$ cat config.mk
export PLATFORM = sky130hd
export DESIGN_NAME = pwm_dual_hl
export DESIGN_NICKNAME = d
export VERILOG_FILES = /design/src/rtl/pwm_hl_pkg.sv /design/src/rtl/pwm_hl_regs.sv /design/src/rtl/pwm_hl_prescale.sv /design/src/rtl/pwm_hl_phase.sv /design/src/rtl/pwm_dual_hl.sv
export SDC_FILE = /design/constraint.sdc
export NUM_CORES = 1
export LEC_CHECK = 0
export CAP_MARGIN = 40
export CORE_UTILIZATION = 26
export DETAILED_ROUTE_END_ITERATION = 8
export HOLD_SLACK_MARGIN = 0.12
export RECOVER_POWER = 100
export SLEW_MARGIN = 20
export SYNTH_ARGS = -nofsm -noshare
export SYNTH_HDL_FRONTEND = slang
export SYNTH_SLANG_ARGS = --single-unit
export TNS_END_PERCENT = 30
$ cat constraint.sdc
create_clock -name clk -period 9.2 [get_ports clk]
set_clock_uncertainty 0.2 [all_clocks]
set_input_delay 1.38 -clock clk [delete_from_list [all_inputs] [get_ports clk]]
set_output_delay 1.38 -clock clk [all_outputs]
set_load 0.05 [all_outputs]
$ cat src/rtl/pwm_hl_pkg.sv
package pwm_hl_pkg;
  localparam int NUM_CH  = 2;
  localparam int CNT_W   = 16;
  localparam int DIV_W   = 7;
  localparam int SEL_W   = 2;
  localparam int NUM_SRC = 4;
  localparam int DATA_W  = 32;
  localparam int ADDR_W  = 4;

  typedef enum logic {PH_LOW = 1'b0, PH_HIGH = 1'b1} phase_e;

  // Bit positions inside the shared control word, per channel.
  function automatic int oen_bit(input int ch);
    return ch;
  endfunction
  function automatic int sel_lsb(input int ch);
    return 4 + SEL_W * ch;
  endfunction
  function automatic int div_lsb(input int ch);
    return 8 + 8 * ch;
  endfunction
  function automatic int cen_bit(input int ch);
    return 15 + 8 * ch;
  endfunction
endpackage

$ cat src/rtl/pwm_hl_regs.sv
module pwm_hl_regs
  import pwm_hl_pkg::*;
#(
  parameter int N_CH = NUM_CH,
  parameter int CW   = CNT_W,
  parameter int DW   = DIV_W,
  parameter int SW   = SEL_W,
  parameter int AW   = ADDR_W,
  parameter int BW   = DATA_W
) (
  input  logic                      clk,
  input  logic                      rst_n,
  input  logic                      wr,
  input  logic [AW-1:0]             addr,
  input  logic [BW-1:0]             wdata,
  output logic [BW-1:0]             rdata,
  output logic [N_CH-1:0]           run,
  output logic [N_CH-1:0][SW-1:0]   sel,
  output logic [N_CH-1:0][DW-1:0]   div,
  output logic [N_CH-1:0][CW-1:0]   hi_cnt,
  output logic [N_CH-1:0][CW-1:0]   lo_cnt
);
  localparam logic [AW-1:0] CTRL_ADDR = AW'(4 * N_CH);

  function automatic logic [BW-1:0] ctrl_mask();
    logic [BW-1:0] m;
    m = '0;
    for (int c = 0; c < N_CH; c++) begin
      m[oen_bit(c)] = 1'b1;
      m[cen_bit(c)] = 1'b1;
      for (int b = 0; b < SW; b++) m[sel_lsb(c) + b] = 1'b1;
      for (int b = 0; b < DW; b++) m[div_lsb(c) + b] = 1'b1;
    end
    return m;
  endfunction

  localparam logic [BW-1:0] CTRL_MASK = ctrl_mask();

  logic [N_CH-1:0][BW-1:0] dur_q, dur_d;
  logic [BW-1:0]           ctrl_q, ctrl_d;

  always_comb begin
    dur_d  = dur_q;
    ctrl_d = ctrl_q;
    if (wr) begin
      for (int c = 0; c < N_CH; c++)
        if (addr == AW'(4 * c)) dur_d[c] = wdata;
      if (addr == CTRL_ADDR) ctrl_d = wdata & CTRL_MASK;
    end
  end

  always_ff @(posedge clk or negedge rst_n) begin
    if (!rst_n) begin
      dur_q  <= '0;
      ctrl_q <= '0;
    end else begin
      dur_q  <= dur_d;
      ctrl_q <= ctrl_d;
    end
  end

  always_comb begin
    rdata = '0;
    for (int c = 0; c < N_CH; c++)
      if (addr == AW'(4 * c)) rdata = dur_q[c];
    if (addr == CTRL_ADDR) rdata = ctrl_q;
  end

  for (genvar c = 0; c < N_CH; c++) begin : g_fields
    assign run[c]    = ctrl_q[oen_bit(c)] & ctrl_q[cen_bit(c)];
    assign sel[c]    = ctrl_q[sel_lsb(c) +: SW];
    assign div[c]    = ctrl_q[div_lsb(c) +: DW];
    assign hi_cnt[c] = dur_q[c][2*CW-1:CW];
    assign lo_cnt[c] = dur_q[c][CW-1:0];
  end
endmodule

$ cat src/rtl/pwm_hl_prescale.sv
module pwm_hl_prescale
  import pwm_hl_pkg::*;
#(
  parameter int DW   = DIV_W,
  parameter int SW   = SEL_W,
  parameter int NSRC = NUM_SRC
) (
  input  logic            clk,
  input  logic            rst_n,
  input  logic            run,
  input  logic [NSRC-1:0] src_tick,
  input  logic [SW-1:0]   sel,
  input  logic [DW-1:0]   div,
  output logic            count_tick
);
  localparam logic [DW-1:0] DIV_ONE = {{(DW-1){1'b0}}, 1'b1};

  logic [DW-1:0] pcnt_q, pcnt_d;
  logic          strobe, wrap;

  always_comb begin
    strobe     = src_tick[sel];
    wrap       = (pcnt_q == div);
    count_tick = run & strobe & wrap;
    pcnt_d     = pcnt_q;
    if (!run)        pcnt_d = '0;
    else if (strobe) pcnt_d = wrap ? '0 : pcnt_q + DIV_ONE;
  end

  always_ff @(posedge clk or negedge rst_n) begin
    if (!rst_n) pcnt_q <= '0;
    else        pcnt_q <= pcnt_d;
  end

  // Prescaler starts from zero whenever the channel is idle.
  assert_idle_clear_R4: assert property (@(posedge clk) disable iff (!rst_n)
    !run |=> (pcnt_q == '0));
endmodule

$ cat src/rtl/pwm_hl_phase.sv
module pwm_hl_phase
  import pwm_hl_pkg::*;
#(
  parameter int CW = CNT_W
) (
  input  logic          clk,
  input  logic          rst_n,
  input  logic          run,
  input  logic          count_tick,
  input  logic [CW-1:0] reg_hi,
  input  logic [CW-1:0] reg_lo,
  output logic          pwm
);
  localparam logic [CW-1:0] CNT_ONE = {{(CW-1){1'b0}}, 1'b1};
  localparam logic [CW:0]   EXT_ONE = {{CW{1'b0}}, 1'b1};

  phase_e        phase_q, phase_d, start_ph;
  logic [CW-1:0] cnt_q, cnt_d, hi_q, hi_d, lo_q, lo_d;
  logic          last_hi, last_lo;

  always_comb begin
    start_ph = (reg_hi != '0) ? PH_HIGH : PH_LOW;
    last_hi  = (({1'b0, cnt_q} + EXT_ONE) == {1'b0, hi_q});
    last_lo  = (lo_q == '0) || (({1'b0, cnt_q} + EXT_ONE) == {1'b0, lo_q});
    phase_d  = phase_q;
    cnt_d    = cnt_q;
    hi_d     = hi_q;
    lo_d     = lo_q;
    if (!run) begin
      phase_d = start_ph;
      cnt_d   = '0;
      hi_d    = reg_hi;
      lo_d    = reg_lo;
    end else if (count_tick) begin
      if (phase_q == PH_HIGH) begin
        if (last_hi) begin
          phase_d = PH_LOW;
          cnt_d   = '0;
        end else begin
          cnt_d = cnt_q + CNT_ONE;
        end
      end else if (last_lo) begin
        phase_d = start_ph;
        cnt_d   = '0;
        hi_d    = reg_hi;
        lo_d    = reg_lo;
      end else begin
        cnt_d = cnt_q + CNT_ONE;
      end
    end
  end

  always_ff @(posedge clk or negedge rst_n) begin
    if (!rst_n) begin
      phase_q <= PH_LOW;
      cnt_q   <= '0;
      hi_q    <= '0;
      lo_q    <= '0;
    end else begin
      phase_q <= phase_d;
      cnt_q   <= cnt_d;
      hi_q    <= hi_d;
      lo_q    <= lo_d;
    end
  end

  assign pwm = run & (phase_q == PH_HIGH);

  // High phase never outruns its programmed length.
  assert_high_in_range_R5: assert property (@(posedge clk) disable iff (!rst_n)
    (run && phase_q == PH_HIGH) |-> (cnt_q < hi_q));
  // A zero low count yields a single-count low phase.
  assert_zero_low_one_count_R6: assert property (@(posedge clk) disable iff (!rst_n)
    (phase_q == PH_LOW && lo_q == '0) |-> (cnt_q == '0));
  // A zero high count never shows a high phase.
  assert_zero_high_skip_R7: assert property (@(posedge clk) disable iff (!rst_n)
    (run && hi_q == '0) |-> (phase_q == PH_LOW));
  // Active durations only change at a period boundary.
  assert_dur_held_R9: assert property (@(posedge clk) disable iff (!rst_n)
    (run && !count_tick) |=> ($stable(hi_q) && $stable(lo_q)));
endmodule

$ cat src/rtl/pwm_dual_hl.sv
module pwm_dual_hl
  import pwm_hl_pkg::*;
#(
  parameter int N_CH = NUM_CH,
  parameter int CW   = CNT_W,
  parameter int DW   = DIV_W,
  parameter int SW   = SEL_W,
  parameter int NSRC = NUM_SRC,
  parameter int AW   = ADDR_W,
  parameter int BW   = DATA_W
) (
  input  logic            clk,
  input  logic            rst_n,
  input  logic            bus_wr,
  input  logic [AW-1:0]   bus_addr,
  input  logic [BW-1:0]   bus_wdata,
  output logic [BW-1:0]   bus_rdata,
  input  logic [NSRC-1:0] src_tick,
  output logic [N_CH-1:0] pwm_out
);
  logic [1:0] rst_sync_q;
  logic       rst_int_n;

  always_ff @(posedge clk or negedge rst_n) begin
    if (!rst_n) rst_sync_q <= 2'b00;
    else        rst_sync_q <= {rst_sync_q[0], 1'b1};
  end
  assign rst_int_n = rst_sync_q[1];

  logic [N_CH-1:0]         run;
  logic [N_CH-1:0][SW-1:0] sel;
  logic [N_CH-1:0][DW-1:0] div;
  logic [N_CH-1:0][CW-1:0] hi_cnt, lo_cnt;

  pwm_hl_regs #(.N_CH(N_CH), .CW(CW), .DW(DW), .SW(SW), .AW(AW), .BW(BW)) u_regs (
    .clk    (clk),
    .rst_n  (rst_int_n),
    .wr     (bus_wr),
    .addr   (bus_addr),
    .wdata  (bus_wdata),
    .rdata  (bus_rdata),
    .run    (run),
    .sel    (sel),
    .div    (div),
    .hi_cnt (hi_cnt),
    .lo_cnt (lo_cnt)
  );

  for (genvar c = 0; c < N_CH; c++) begin : g_ch
    logic count_tick;

    pwm_hl_prescale #(.DW(DW), .SW(SW), .NSRC(NSRC)) u_pre (
      .clk        (clk),
      .rst_n      (rst_int_n),
      .run        (run[c]),
      .src_tick   (src_tick),
      .sel        (sel[c]),
      .div        (div[c]),
      .count_tick (count_tick)
    );

    pwm_hl_phase #(.CW(CW)) u_phase (
      .clk        (clk),
      .rst_n      (rst_int_n),
      .run        (run[c]),
      .count_tick (count_tick),
      .reg_hi     (hi_cnt[c]),
      .reg_lo     (lo_cnt[c]),
      .pwm        (pwm_out[c])
    );
  end
endmodule

# Yosys cells after proc, flatten, opt, wreduce, memory -nomap -nowiden
# Index checks and enable logic that the tools add are counted.
[word_totals] out_inout_bits=34 input_bits=43 ff_bits=200
[op_classes] bitwise_logic=8 n_lt_le_gt_ge=2 reduce_logical=12 add_sub_neg=6 eq_ne=16 mux=51
[op_table] op="2-to-1 mux 16 bit" count=26
[op_table] op="2-to-1 mux 32 bit" count=3
[op_table] op="equality test 17 x 16 -> 1 bit" count=4
[op_table] op="2-to-1 mux 7 bit" count=6
[op_table] op="adder 16 x 1 -> 17 bit (second input constant)" count=2
[op_table] op="adder 16 x 1 -> 16 bit (second input constant)" count=2
[op_table] op="logical NOT 16 bit" count=2
[op_table] op="nonzero test 16 bit" count=2
[op_table] op="adder 7 x 1 -> 7 bit (second input constant)" count=2
[op_table] op="equality test 7 bit" count=2
[op_table] op="2-to-1 mux 1 bit" count=14
[op_table] op="inequality test 2 bit (second input constant)" count=7
[op_table] op="bitwise AND 1 bit" count=8
[op_table] op="< comparator 2 x 3 -> 1 bit (second input constant)" count=2
[op_table] op="AND reduction 2 bit" count=3
[op_table] op="AND reduction 3 bit" count=2
[op_table] op="binary-select mux 1 bit (select 2 bit)" count=2
[op_table] op="equality test 4 x 3 -> 1 bit (second input constant)" count=1
[op_table] op="equality test 4 bit (second input constant)" count=1
[op_table] op="logical NOT 4 bit" count=1
[op_table] op="logical OR 1 bit" count=2
[op_table] op="inequality test 2 x 1 -> 1 bit (second input constant)" count=1

# Logic depth before layout (Yosys ltp)
# Gate-level depths: netlist of run 1.
[logic_depth] ltp_word=7 ltp_mapped=12

# By module
# A second synthesis of run 1 with hierarchy kept.
[hier_totals] hier_cells=1091 area_unflattened_um2=11887.7
[modules_own_cells] mod="pwm_hl_phase" area_each_um2=3295.7 cells_each=327 instances=2
[modules_own_cells] mod="pwm_hl_regs" area_each_um2=4081.4 cells_each=304 instances=1
[modules_own_cells] mod="pwm_hl_prescale" area_each_um2=580.6 cells_each=65 instances=2
[modules_own_cells] mod="pwm_dual_hl" area_each_um2=53.8 cells_each=3 instances=1

# Worst setup path before layout of run 1
# OpenSTA, ideal clock, no wires.
[synth_timing] kind="in2out" startpoint="input bus_addr[1]" endpoint="output bus_rdata[0]" slack_ps=4451 path_buffers=1 arrival_ps=3169 path_stages=4 cell_sequence="nor4b_1 > clkbuf_1 > nand2_1 > a21oi_1"
[synth_via] elab_chain_cells=4 word_cells_on_any_way=6
[synth_rtl] element="start: declaration" line="pwm_dual_hl.sv:15" text="input logic [AW-1:0] bus_addr,"
[synth_rtl] element="logical NOT 4 bit" line="pwm_hl_regs.sv:65" text="if (addr == AW'(4 * c)) rdata = dur_q[c];"
[synth_rtl] element="2-to-1 mux 32 bit (2 in a row)" line="pwm_hl_regs.sv:65"
[synth_rtl] element="2-to-1 mux 32 bit *" line="pwm_hl_regs.sv:66" text="if (addr == CTRL_ADDR) rdata = ctrl_q;"
[synth_rtl] element="end: declaration" line="pwm_dual_hl.sv:17" text="output logic [BW-1:0] bus_rdata,"
# Every way passes the cells marked *; elsewhere a longest branch is shown, timed or not.

# Worst setup path in the final report of run 1
[layout_timing] startpoint="input bus_addr[3]" endpoint="output bus_rdata[2]"
# The elaborated chain is that of the path after synthesis.

==> impl_metrics.tcl, run 1 <==
set metrics [dict create \
    port_buffers 76 \
    worst-setup-path-type "in -> out" \
    cell_chain_of_the_critical_path "dlygate4sd3_1 > clkbuf_1 > nor4b_1 > clkbuf_1 > a22oi_1 > nor2_1 > dlygate4sd3_1" \
    area.growth.synth_to_final_pct 15.8 \
    grt_usage 0.155 \
    clock.fmax_mhz 139 \
    cts-hold-fix-buffers 1 \
    drv.max_cap_violation_count 9 \
    syn-cell-area_um2 11100 \
    die_h_um 209 \
    worst-r2r-setup-slack_ps 3740 \
    place_area_um2 12500 \
    clockRootBuffer "sky130_fd_sc_hd__clkbuf_16" \
    dr.pass1.iters 5 \
    max_slew_margin -1.14 \
    clock_tree_from_tritoncts "built" \
    globalRouteOverflowTotal 0 \
    yosys_warnings 0 \
    final-hold-violation-count 0 \
    ys_top_cells_by_area "sky130_fd_sc_hd__dfrtp_1 45%, sky130_fd_sc_hd__mux2_2 12%, sky130_fd_sc_hd__xnor2_1 4.1%, sky130_fd_sc_hd__mux2_4 3.9%, sky130_fd_sc_hd__o21ai_0 3.5%" \
    cpPeakStageDelay_ps 1300 \
    worst_ep_required_time_ps 7620 \
    worstSetupStartpointType "input pin" \
    final_antenna_net_count 0 \
    final_area_um2 12900 \
    cts-buffers-inserted 17 \
    period_minus_slack_ps 7210 \
    critical_path_arrival_ps 5630 \
    routed_wire_length_per_instance_um 19.7 \
    fp-row-count 75 \
    layout.nets 1179 \
    antenna_found_initial 0 \
    net_count_synth 1131 \
    status "complete, but fails checks" \
    synth.avg_cell_area_um2 10.3 \
    violations "max-capacitance violations, max-slew violations" \
    clock_tree.htree_level_count 4 \
    fin_tns_setup_ps 0 \
    synth-async-reset-ratio 1.00 \
    leakage_nw 5.11 \
    synth_flop_cell "sky130_fd_sc_hd__dfrtp_1" \
    drive_above_1_share 0.152 \
    floorplan.core_area_um2 42100 \
    num_antenna_cells 0 \
    routed_wl_um 33200 \
    postCtsSetupRepairBufs 0 \
    drt-vias-per-instance 5.25 \
    clkSinkCount 200 \
    post-synth-top-area-fraction 0.449 \
    cts_resized 0 \
    n_fill_cell 4337 \
    clock_path_buffers 2 \
    synth.ff_latch_count 200 \
    global_route_wire_length_before_repair_um 52000 \
    yosysTopAreaCell "sky130_fd_sc_hd__dfrtp_1" \
    vias 8846 \
    hpwlAfterDp_um 24200 \
    timing.critical_path.fanout_max 33 \
    setup_viol 0 \
    worst_path_slowest_cell "sky130_fd_sc_hd__clkbuf_1" \
    crit_family "buffers and inverters" \
    drc 0 \
    synthesis.instances 1084 \
    dieWidth_um 209 \
    ys_seq_area_frac 0.449 \
    critical_path.n_buffers_inverters 4 \
    start_util 0.264 \
    place.gp.congestion 0.908 \
    yosys-top-cells-count "200 x sky130_fd_sc_hd__dfrtp_1, 122 x sky130_fd_sc_hd__mux2_2, 90 x sky130_fd_sc_hd__nand2_1" \
    hold_removal_path_class "reg -> async" \
    worstMarginPinSlew_ps 3210 \
    first_global_vias 8694 \
    synthDistinctLibCells 71 \
    power.density_cell_area_nw_per_um2 209 \
    clock_latency_ps 460 \
    path_clk_slew_ps 90 \
    setup_repair_after_global_routing_missed_its_margin "false" \
    worst_setup_path_end_kind "output pin" \
    finalCritPeriodShare 0.784 \
    ioPinCount 77 \
    synth_edf_count 0 \
    timing_max_transition_violations_final 329 \
    power.ir.vdd_worst_mv 0.149 \
    drt_first_iter_violations 818 \
    most_repeated_cell_in_the_gate_level_netlist_after_synthesis "sky130_fd_sc_hd__dfrtp_1" \
    grt_start_max_net_pins 63 \
    die_area_um2 43700 \
]
cell usage in the layout, fill, tap and decap left out, types with 20 or more instances in the layout:
cell / count
sky130_fd_sc_hd__dlygate4sd3_1: 39
sky130_fd_sc_hd__nand2_1: 90
sky130_fd_sc_hd__nand3_1: 35
sky130_fd_sc_hd__nor4_1: 28
sky130_fd_sc_hd__clkdlybuf4s50_1: 38
sky130_fd_sc_hd__xor2_1: 25
sky130_fd_sc_hd__nand4_1: 23
sky130_fd_sc_hd__mux2_2: 123
sky130_fd_sc_hd__xnor2_1: 52
sky130_fd_sc_hd__o21ai_0: 78
sky130_fd_sc_hd__a21oi_1: 31
sky130_fd_sc_hd__mux2_1: 24
sky130_fd_sc_hd__nor3_1: 33
sky130_fd_sc_hd__dfrtp_1: 200
sky130_fd_sc_hd__nor2b_1: 20
sky130_fd_sc_hd__nor2_1: 76
layer usage:
metal / share of wire / track usage / vias up
met3: 0.056 / 0.0275 / 54
li1: - / - / 4025
met2: 0.43 / 0.226 / 293
met5: 0 / 0 / -
met1: 0.48 / 0.223 / 4474
met4: 0.035 / 0.0662 / 0
where the power goes:
group	internal [mW]	leakage, nW	total, mW	switching, mW
Combinational	0.321	2.29	0.604	0.284
Sequential	1.07	2.52	1.31	0.245
Clock	0.374	0.297	0.784	0.410
Total	1.76	5.11	2.70	0.938
logic make-up (layout without fill, tap and decap cells):
group,count (synthesis),in the layout,synth area share
XOR/XNOR,81,81,0.0689
AND/OR/NAND/NOR,364,364,0.164
adder cells (fa/ha/maj),4,4,0.00449
flip-flops,200,200,0.449
buffers and inverters,81,142,0.0319
multiplexers,156,156,0.169
AO/OA/AOI/OAI,197,197,0.112
other,1,1,0.000337
path summary, 6_finish.rpt:
path,startpoint,endpoint,depth (start not counted)
setup / recovery,bus_addr[3],bus_rdata[2],7
hold / removal,rst_sync_q[1],u_regs.hi_cnt[0],1
setup reg to reg,g_ch[1].u_phase.cnt_q[4],g_ch[1].u_phase.hi_q[10],9
hold reg to reg,rst_sync_q[1],u_regs.hi_cnt[0],1
max in group asynchronous,rst_sync_q[1],g_ch[0].u_phase.cnt_q[7],2
min in group clk,rst_sync_q[0],rst_sync_q[1],0
flip-flops by register name, summed over array words and instances (netlist names):
register	count
g_ch.u_phase.cnt_q	32
g_ch.u_phase.hi_q	32
g_ch.u_phase.lo_q	32
u_regs.hi_cnt	32
u_regs.lo_cnt	32
u_regs.ctrl_q	22
g_ch.u_pre.pcnt_q	14
g_ch.u_phase.phase_q	2
rst_sync_q	2
through the flow:
stage	setup slack [ps]	std cells	hold slack, ps	utilization	power, mW
3_5_place_dp	3510	1648	50.4	0.297	1.97
4_1_cts	3500	1681	157	0.311	2.76
5_1_grt	1780	1684	122	0.306	2.83
2_1_floorplan	3010	1084	131	-	1.73
3_3_place_gp	3320	1642	137	0.294	1.95
6_report	1990	1684	86.6	0.306	2.70
worst register-to-register path: cells and delay by family, from the launching register on:
kind | cells | cell delay, ps
muxes | 1 | 590
AOI/OAI and AO/OA | 3 | 960
DFF | 1 | 580
and+or+nand+nor | 3 | 2090
buffers and inverters | 1 | 720
xor gates and xnor gates | 1 | 200
cell type report:
cell class	count	area, µm²	area share
Clock inverter	15	184	0.0143
Sequential cell	200	5000	0.388
Multi-Input combinational cell	803	5680	0.441
Clock buffer	17	425	0.0330
Inverter	11	41.3	0.00320
Timing Repair Buffer	99	885	0.0686
Tap cell	539	674	0.0523
(Power assumes the default switching activity.)
==> run 2, diff against run 1 <==
==> constraint.sdc (replaced) <==
create_clock -name clk -period 5.8 [get_ports clk]
set_clock_uncertainty 0.2 [all_clocks]
set_input_delay 0.87 -clock clk [delete_from_list [all_inputs] [get_ports clk]]
set_output_delay 0.87 -clock clk [all_outputs]
set_load 0.05 [all_outputs]
==> run 2 against run 1 <==
  * The flow still finishes with violations (max-capacitance violations, max-slew violations)
  * Sequential power rose by 59%
  * Worst hold slack improved by 69 ps
  * Non-clock buffer count fell by 4
  * Setup slack got worse by 1200 ps
  * Utilization fell by 0.053 points
  * Critical path type unchanged
==> impl_metrics.tcl, run 2 (same netlist as run 1, synthesis figures left out) <==
set metrics [dict create \
    critical_path_arrival_ps 3930 \
    worst_r2r_path_depth 8 \
    globalRouteOverflowTotal 0 \
    routed_wire_length_per_instance_um 19.6 \
    final-hold-violation-count 0 \
    layout.nets 1175 \
    postCtsSetupRepairBufs 0 \
    worstMarginPinSlew_ps 2460 \
    port_buffers 76 \
    global_route_wire_length_before_repair_um 51600 \
    vias 8863 \
    floorplan.core_area_um2 42100 \
    clkSinkCount 200 \
    place.gp.congestion 0.969 \
    die_area_um2 43700 \
    drive_above_1_share 0.154 \
    timing.critical_path.fanout_max 15 \
    dr.pass1.iters 5 \
    leakage_nw 5.09 \
    grt_start_max_net_pins 111 \
    clockRootBuffer "sky130_fd_sc_hd__clkbuf_16" \
    clock_tree.htree_level_count 4 \
    fp-row-count 75 \
    cpPeakStageDelay_ps 780 \
    power.density_cell_area_nw_per_um2 333 \
    clock_latency_ps 440 \
    postLayoutCoreUtil 0.306 \
    hold-path-endpoint "rst_sync_q[1]" \
    worst_ep_required_time_ps 4730 \
    crit_family "buffers and inverters" \
    timing_max_transition_violations_final 205 \
    post-layout-total-power_mw 4.29 \
    power.ir.vdd_worst_mv 0.185 \
    worst-setup-path-type "in -> out" \
    path_clk_slew_ps 70 \
    routed_wl_um 32800 \
    crit-reg2reg-capture "g_ch[1].u_phase.cnt_q[3]" \
    timing.hold.worst_path_depth 0 \
    die_h_um 209 \
    drt_first_iter_violations 813 \
    clock_path_buffers 2 \
    dieWidth_um 209 \
    cts-buffers-inserted 17 \
    drv.max_cap_violation_count 7 \
    num_antenna_cells 0 \
    cts_resized 0 \
    layout_common_cells "200 x sky130_fd_sc_hd__dfrtp_1, 122 x sky130_fd_sc_hd__mux2_2, 90 x sky130_fd_sc_hd__nand2_1" \
    worst_r2r_startpoint "g_ch[1].u_phase.cnt_q[3]" \
    layout.cells.most_common "sky130_fd_sc_hd__dfrtp_1" \
    place_area_um2 12500 \
    critical_path.n_buffers_inverters 3 \
    final_antenna_net_count 0 \
    finalCritPeriodShare 0.862 \
    antenna_found_initial 1 \
    cts-hold-fix-buffers 0 \
    max_slew_margin -0.639 \
    ioPinCount 77 \
    critPathMostFrequentCell "sky130_fd_sc_hd__dlygate4sd3_1" \
    worst_setup_path_end_kind "output pin" \
    start_util 0.264 \
    first_global_vias 8604 \
    clock_tree_from_tritoncts "built" \
    worst_path_slowest_cell "sky130_fd_sc_hd__dlygate4sd3_1" \
    drt-vias-per-instance 5.28 \
    clock.fmax_mhz 200 \
    hold_removal_path_class "reg -> reg" \
    area.growth.synth_to_final_pct 15.6 \
    setup_repair_after_global_routing_missed_its_margin "false" \
    cell_chain_of_the_critical_path "dlygate4sd3_1 > nor3_1 > nand2_1 > clkbuf_1 > nor2_1 > a21oi_1 > dlygate4sd3_1" \
    timing.hold.worst.start "rst_sync_q[0]" \
    drc 0 \
    period_minus_slack_ps 5000 \
    violations "max-capacitance violations, max-slew violations" \
    final_area_um2 12900 \
    grt_usage 0.152 \
    status "complete, but fails checks" \
    setup_viol 0 \
    worstSetupStartpointType "input pin" \
    hpwlAfterDp_um 24200 \
    worst-r2r-setup-slack_ps 850 \
    fin_tns_setup_ps 0 \
]
==> run 2: worst max path at each step <==
stage	to	slack, ps	from	depth (start not counted)
after detailed placement	bus_rdata[0]	1270	bus_addr[3]	7
final	bus_rdata[20]	800	bus_addr[1]	7
after global routing	g_ch[1].u_phase.cnt_q[4]	620	g_ch[1].u_phase.cnt_q[3]	8
after CTS	bus_rdata[0]	1270	bus_addr[3]	7
after floorplan	bus_rdata[0]	2070	bus_addr[1]	4
after global placement	bus_rdata[0]	1240	bus_addr[3]	7
==> run 2: stage by stage <==
stage	worst slack [ps]	instances	hold WS, ps
final	801	1679	156
after global routing	622	1679	161
after CTS	1270	1679	160
after detailed placement	1270	1648	143
after global placement	1240	1645	137
after floorplan	2070	1084	131
==> run 2: metal layers <==
| metal | share of wire | GRT usage |
|---|---|---|
| met1 | 0.48 | 0.222 |
| met2 | 0.43 | 0.222 |
| met3 | 0.054 | 0.0192 |
| met4 | 0.033 | 0.0718 |
| met5 | 0.00024 | 0 |
==> run 2: final cells by class <==
type	count	area, µm²
clock buffers	17	425
clock inverters	14	189
fillers	4312	29300
inverters	11	41.3
multi-input cells	803	5670
flip-flops and latches	200	5000
well taps	539	674
repair buffers	95	867
==> run 2: where the power goes <==
group | total, mW | switching, mW | internal [mW]
logic | 0.943 | 0.436 | 0.507
clock network | 1.27 | 0.577 | 0.689
registers | 2.08 | 0.390 | 1.69
==> run 3, diff against run 2 <==
--- a/config.mk
+++ b/config.mk
@@ -10,6 +10,7 @@
 export DETAILED_ROUTE_END_ITERATION = 8
 export HOLD_SLACK_MARGIN = 0.12
 export RECOVER_POWER = 100
+export REMOVE_ABC_BUFFERS = 1
 export SLEW_MARGIN = 20
 export SYNTH_ARGS = -nofsm -noshare
 export SYNTH_HDL_FRONTEND = slang
==> run 3 against run 2 <==
  * Largest cell class unchanged
  * Clock power fell by 7%
  * Maximum frequency fell by 1.6%
  * First-iteration DRC count fell by 9.6%
  * Cell count did not move
  * The flow still finishes with violations (max-capacitance violations, max-slew violations)
  * Register-to-register slack got worse by 40 ps
  * Non-clock buffer count fell by 1
  * Sequential power barely moved
  * Global-route usage fell by 0.30 points
  * Critical path type unchanged
  * Sequential share of layout area fell by 0.15 points
  * Via count fell by 2.4%
==> impl_metrics.tcl, run 3 (same netlist as run 1, synthesis figures left out) <==
set metrics [dict create \
    drt_first_iter_violations 735 \
    dieWidth_um 209 \
    final-hold-violation-count 0 \
    start_util 0.264 \
    setup_ws_ps 721 \
    fp-row-count 75 \
    global_route_wire_length_before_repair_um 50600 \
    fin_tns_setup_ps 0 \
    antenna_found_initial 0 \
    clockRootBuffer "sky130_fd_sc_hd__clkbuf_16" \
    worst_setup_path_end_kind "output pin" \
    hpwlAfterDp_um 23400 \
    detailedPlace.worstSlack_ps 1310 \
    clkSinkCount 200 \
    worst_r2r_path_depth 9 \
    vias 8651 \
    drc 0 \
    die_h_um 209 \
    leakage_nw 5.12 \
    globalRouteOverflowTotal 0 \
    postLayoutCoreUtil 0.307 \
    setup_repair_after_global_routing_missed_its_margin "false" \
    place_area_um2 12500 \
    routed_wl_um 32100 \
    crit-reg2reg-capture "g_ch[1].u_phase.lo_q[0]" \
    cts-buffers-inserted 17 \
    area.growth.synth_to_final_pct 16.0 \
    worstMarginPinSlew_ps 2350 \
    worst_r2r_startpoint "g_ch[1].u_phase.cnt_q[3]" \
    worst_ep_required_time_ps 4730 \
    port_buffers 76 \
    drt-vias-per-instance 5.15 \
    final_area_um2 12900 \
    cts_resized 0 \
    cts-hold-fix-buffers 0 \
    worst-setup-path-type "in -> out" \
    status "complete, but fails checks" \
    fin_worst_hold_slack_ps 153 \
    place.gp.congestion 0.904 \
    clock_path_buffers 2 \
    dr.pass1.iters 5 \
    drive_above_1_share 0.168 \
    clock_tree_from_tritoncts "built" \
    clock_tree.htree_level_count 4 \
    violations "max-capacitance violations, max-slew violations" \
    layout.cells.most_common "sky130_fd_sc_hd__dfrtp_1" \
    power.density_cell_area_nw_per_um2 329 \
    final_antenna_net_count 0 \
    floorplan.core_area_um2 42100 \
    hold_removal_path_class "reg -> reg" \
    timing.hold.worst_path_depth 0 \
    layout.nets 1174 \
    num_antenna_cells 0 \
    worst-r2r-setup-slack_ps 810 \
    grt_usage 0.149 \
    timing_max_transition_violations_final 295 \
    hold-path-endpoint "rst_sync_q[1]" \
    setup_viol 0 \
    critical_path_arrival_ps 4010 \
    timing.hold.worst.start "rst_sync_q[0]" \
    first_global_vias 8445 \
    power.ir.vdd_worst_mv 0.209 \
    grt_start_max_net_pins 149 \
    die_area_um2 43700 \
    finalCritPeriodShare 0.876 \
    drv.max_cap_violation_count 6 \
    path_clk_slew_ps 80 \
    timing.critical_path.fanout_max 26 \
    postCtsSetupRepairBufs 0 \
    clock.fmax_mhz 197 \
    worstSetupStartpointType "input pin" \
    routed_wire_length_per_instance_um 19.1 \
    layout_common_cells "200 x sky130_fd_sc_hd__dfrtp_1, 122 x sky130_fd_sc_hd__mux2_2, 90 x sky130_fd_sc_hd__nand2_1" \
    ioPinCount 77 \
    clock_latency_ps 450 \
    max_slew_margin -0.565 \
    period_minus_slack_ps 5080 \
]
-- run 3: changes by cell type in the layout (fill, tap and decap cells not counted), moves of 3 or more --
cell	before	now
sky130_fd_sc_hd__mux2_1	27	11
sky130_fd_sc_hd__clkdlybuf4s50_1	38	46
sky130_fd_sc_hd__buf_4	10	7
sky130_fd_sc_hd__mux2_4	2	18
sky130_fd_sc_hd__clkbuf_1	13	8
sky130_fd_sc_hd__bufinv_16	3	0
-- run 3: routing by layer --
layer	share of wire	track usage	vias up
met5	0	0	-
met1	0.47	0.210	4370
met2	0.46	0.236	222
li1	-	-	4032
met4	0.013	0.0330	0
met3	0.048	0.0283	27
-- run 3: cell type report --
class,instances,area (µm²)
multi-input combinational,803,5740
sequential,200,5000
clock buffer,19,443
tap,539,674
fill,4335,29200
clock inverter,13,135
inverter,11,41.3
timing repair buffer,94,885
-- run 3: worst max-delay path, cell delays in order --
cell and delay, ps:
sky130_fd_sc_hd__clkdlybuf4s50_1 450, sky130_fd_sc_hd__clkbuf_1 890, sky130_fd_sc_hd__nand2_1 510, sky130_fd_sc_hd__buf_4 350, sky130_fd_sc_hd__nor2_1 100, sky130_fd_sc_hd__a21oi_1 50, sky130_fd_sc_hd__dlygate4sd3_1 770
-- run 3: per-stage QoR --
| stage | cells | total power [mW] |
|---|---|---|
| global route | 1679 | 4.47 |
| detailed placement | 1647 | 3.13 |
| finish | 1679 | 4.26 |
| CTS | 1679 | 4.32 |
| floorplan | 1014 | 2.73 |
| global placement | 1644 | 3.10 |
-- run 3: worst max-delay path by stage --
stage                       start                       end  slack [ps]  depth (start not counted)
floorplan           rst_sync_q[1]  g_ch[0].u_phase.cnt_q[0]        -390                          0
global placement      bus_addr[3]              bus_rdata[3]        1330                          7
detailed placement    bus_addr[3]              bus_rdata[3]        1310                          7
CTS                   bus_addr[3]              bus_rdata[3]        1310                          7
global route          bus_addr[3]              bus_rdata[8]         590                          7
finish                bus_addr[3]              bus_rdata[0]         720                          7
-- run 3: power breakdown --
part           switching [mW]  total [mW]  internal, mW  leakage, nW
combinational           0.439       0.980         0.541         2.32
sequential              0.403        2.09          1.69         2.52
clock                   0.598        1.18         0.583        0.277
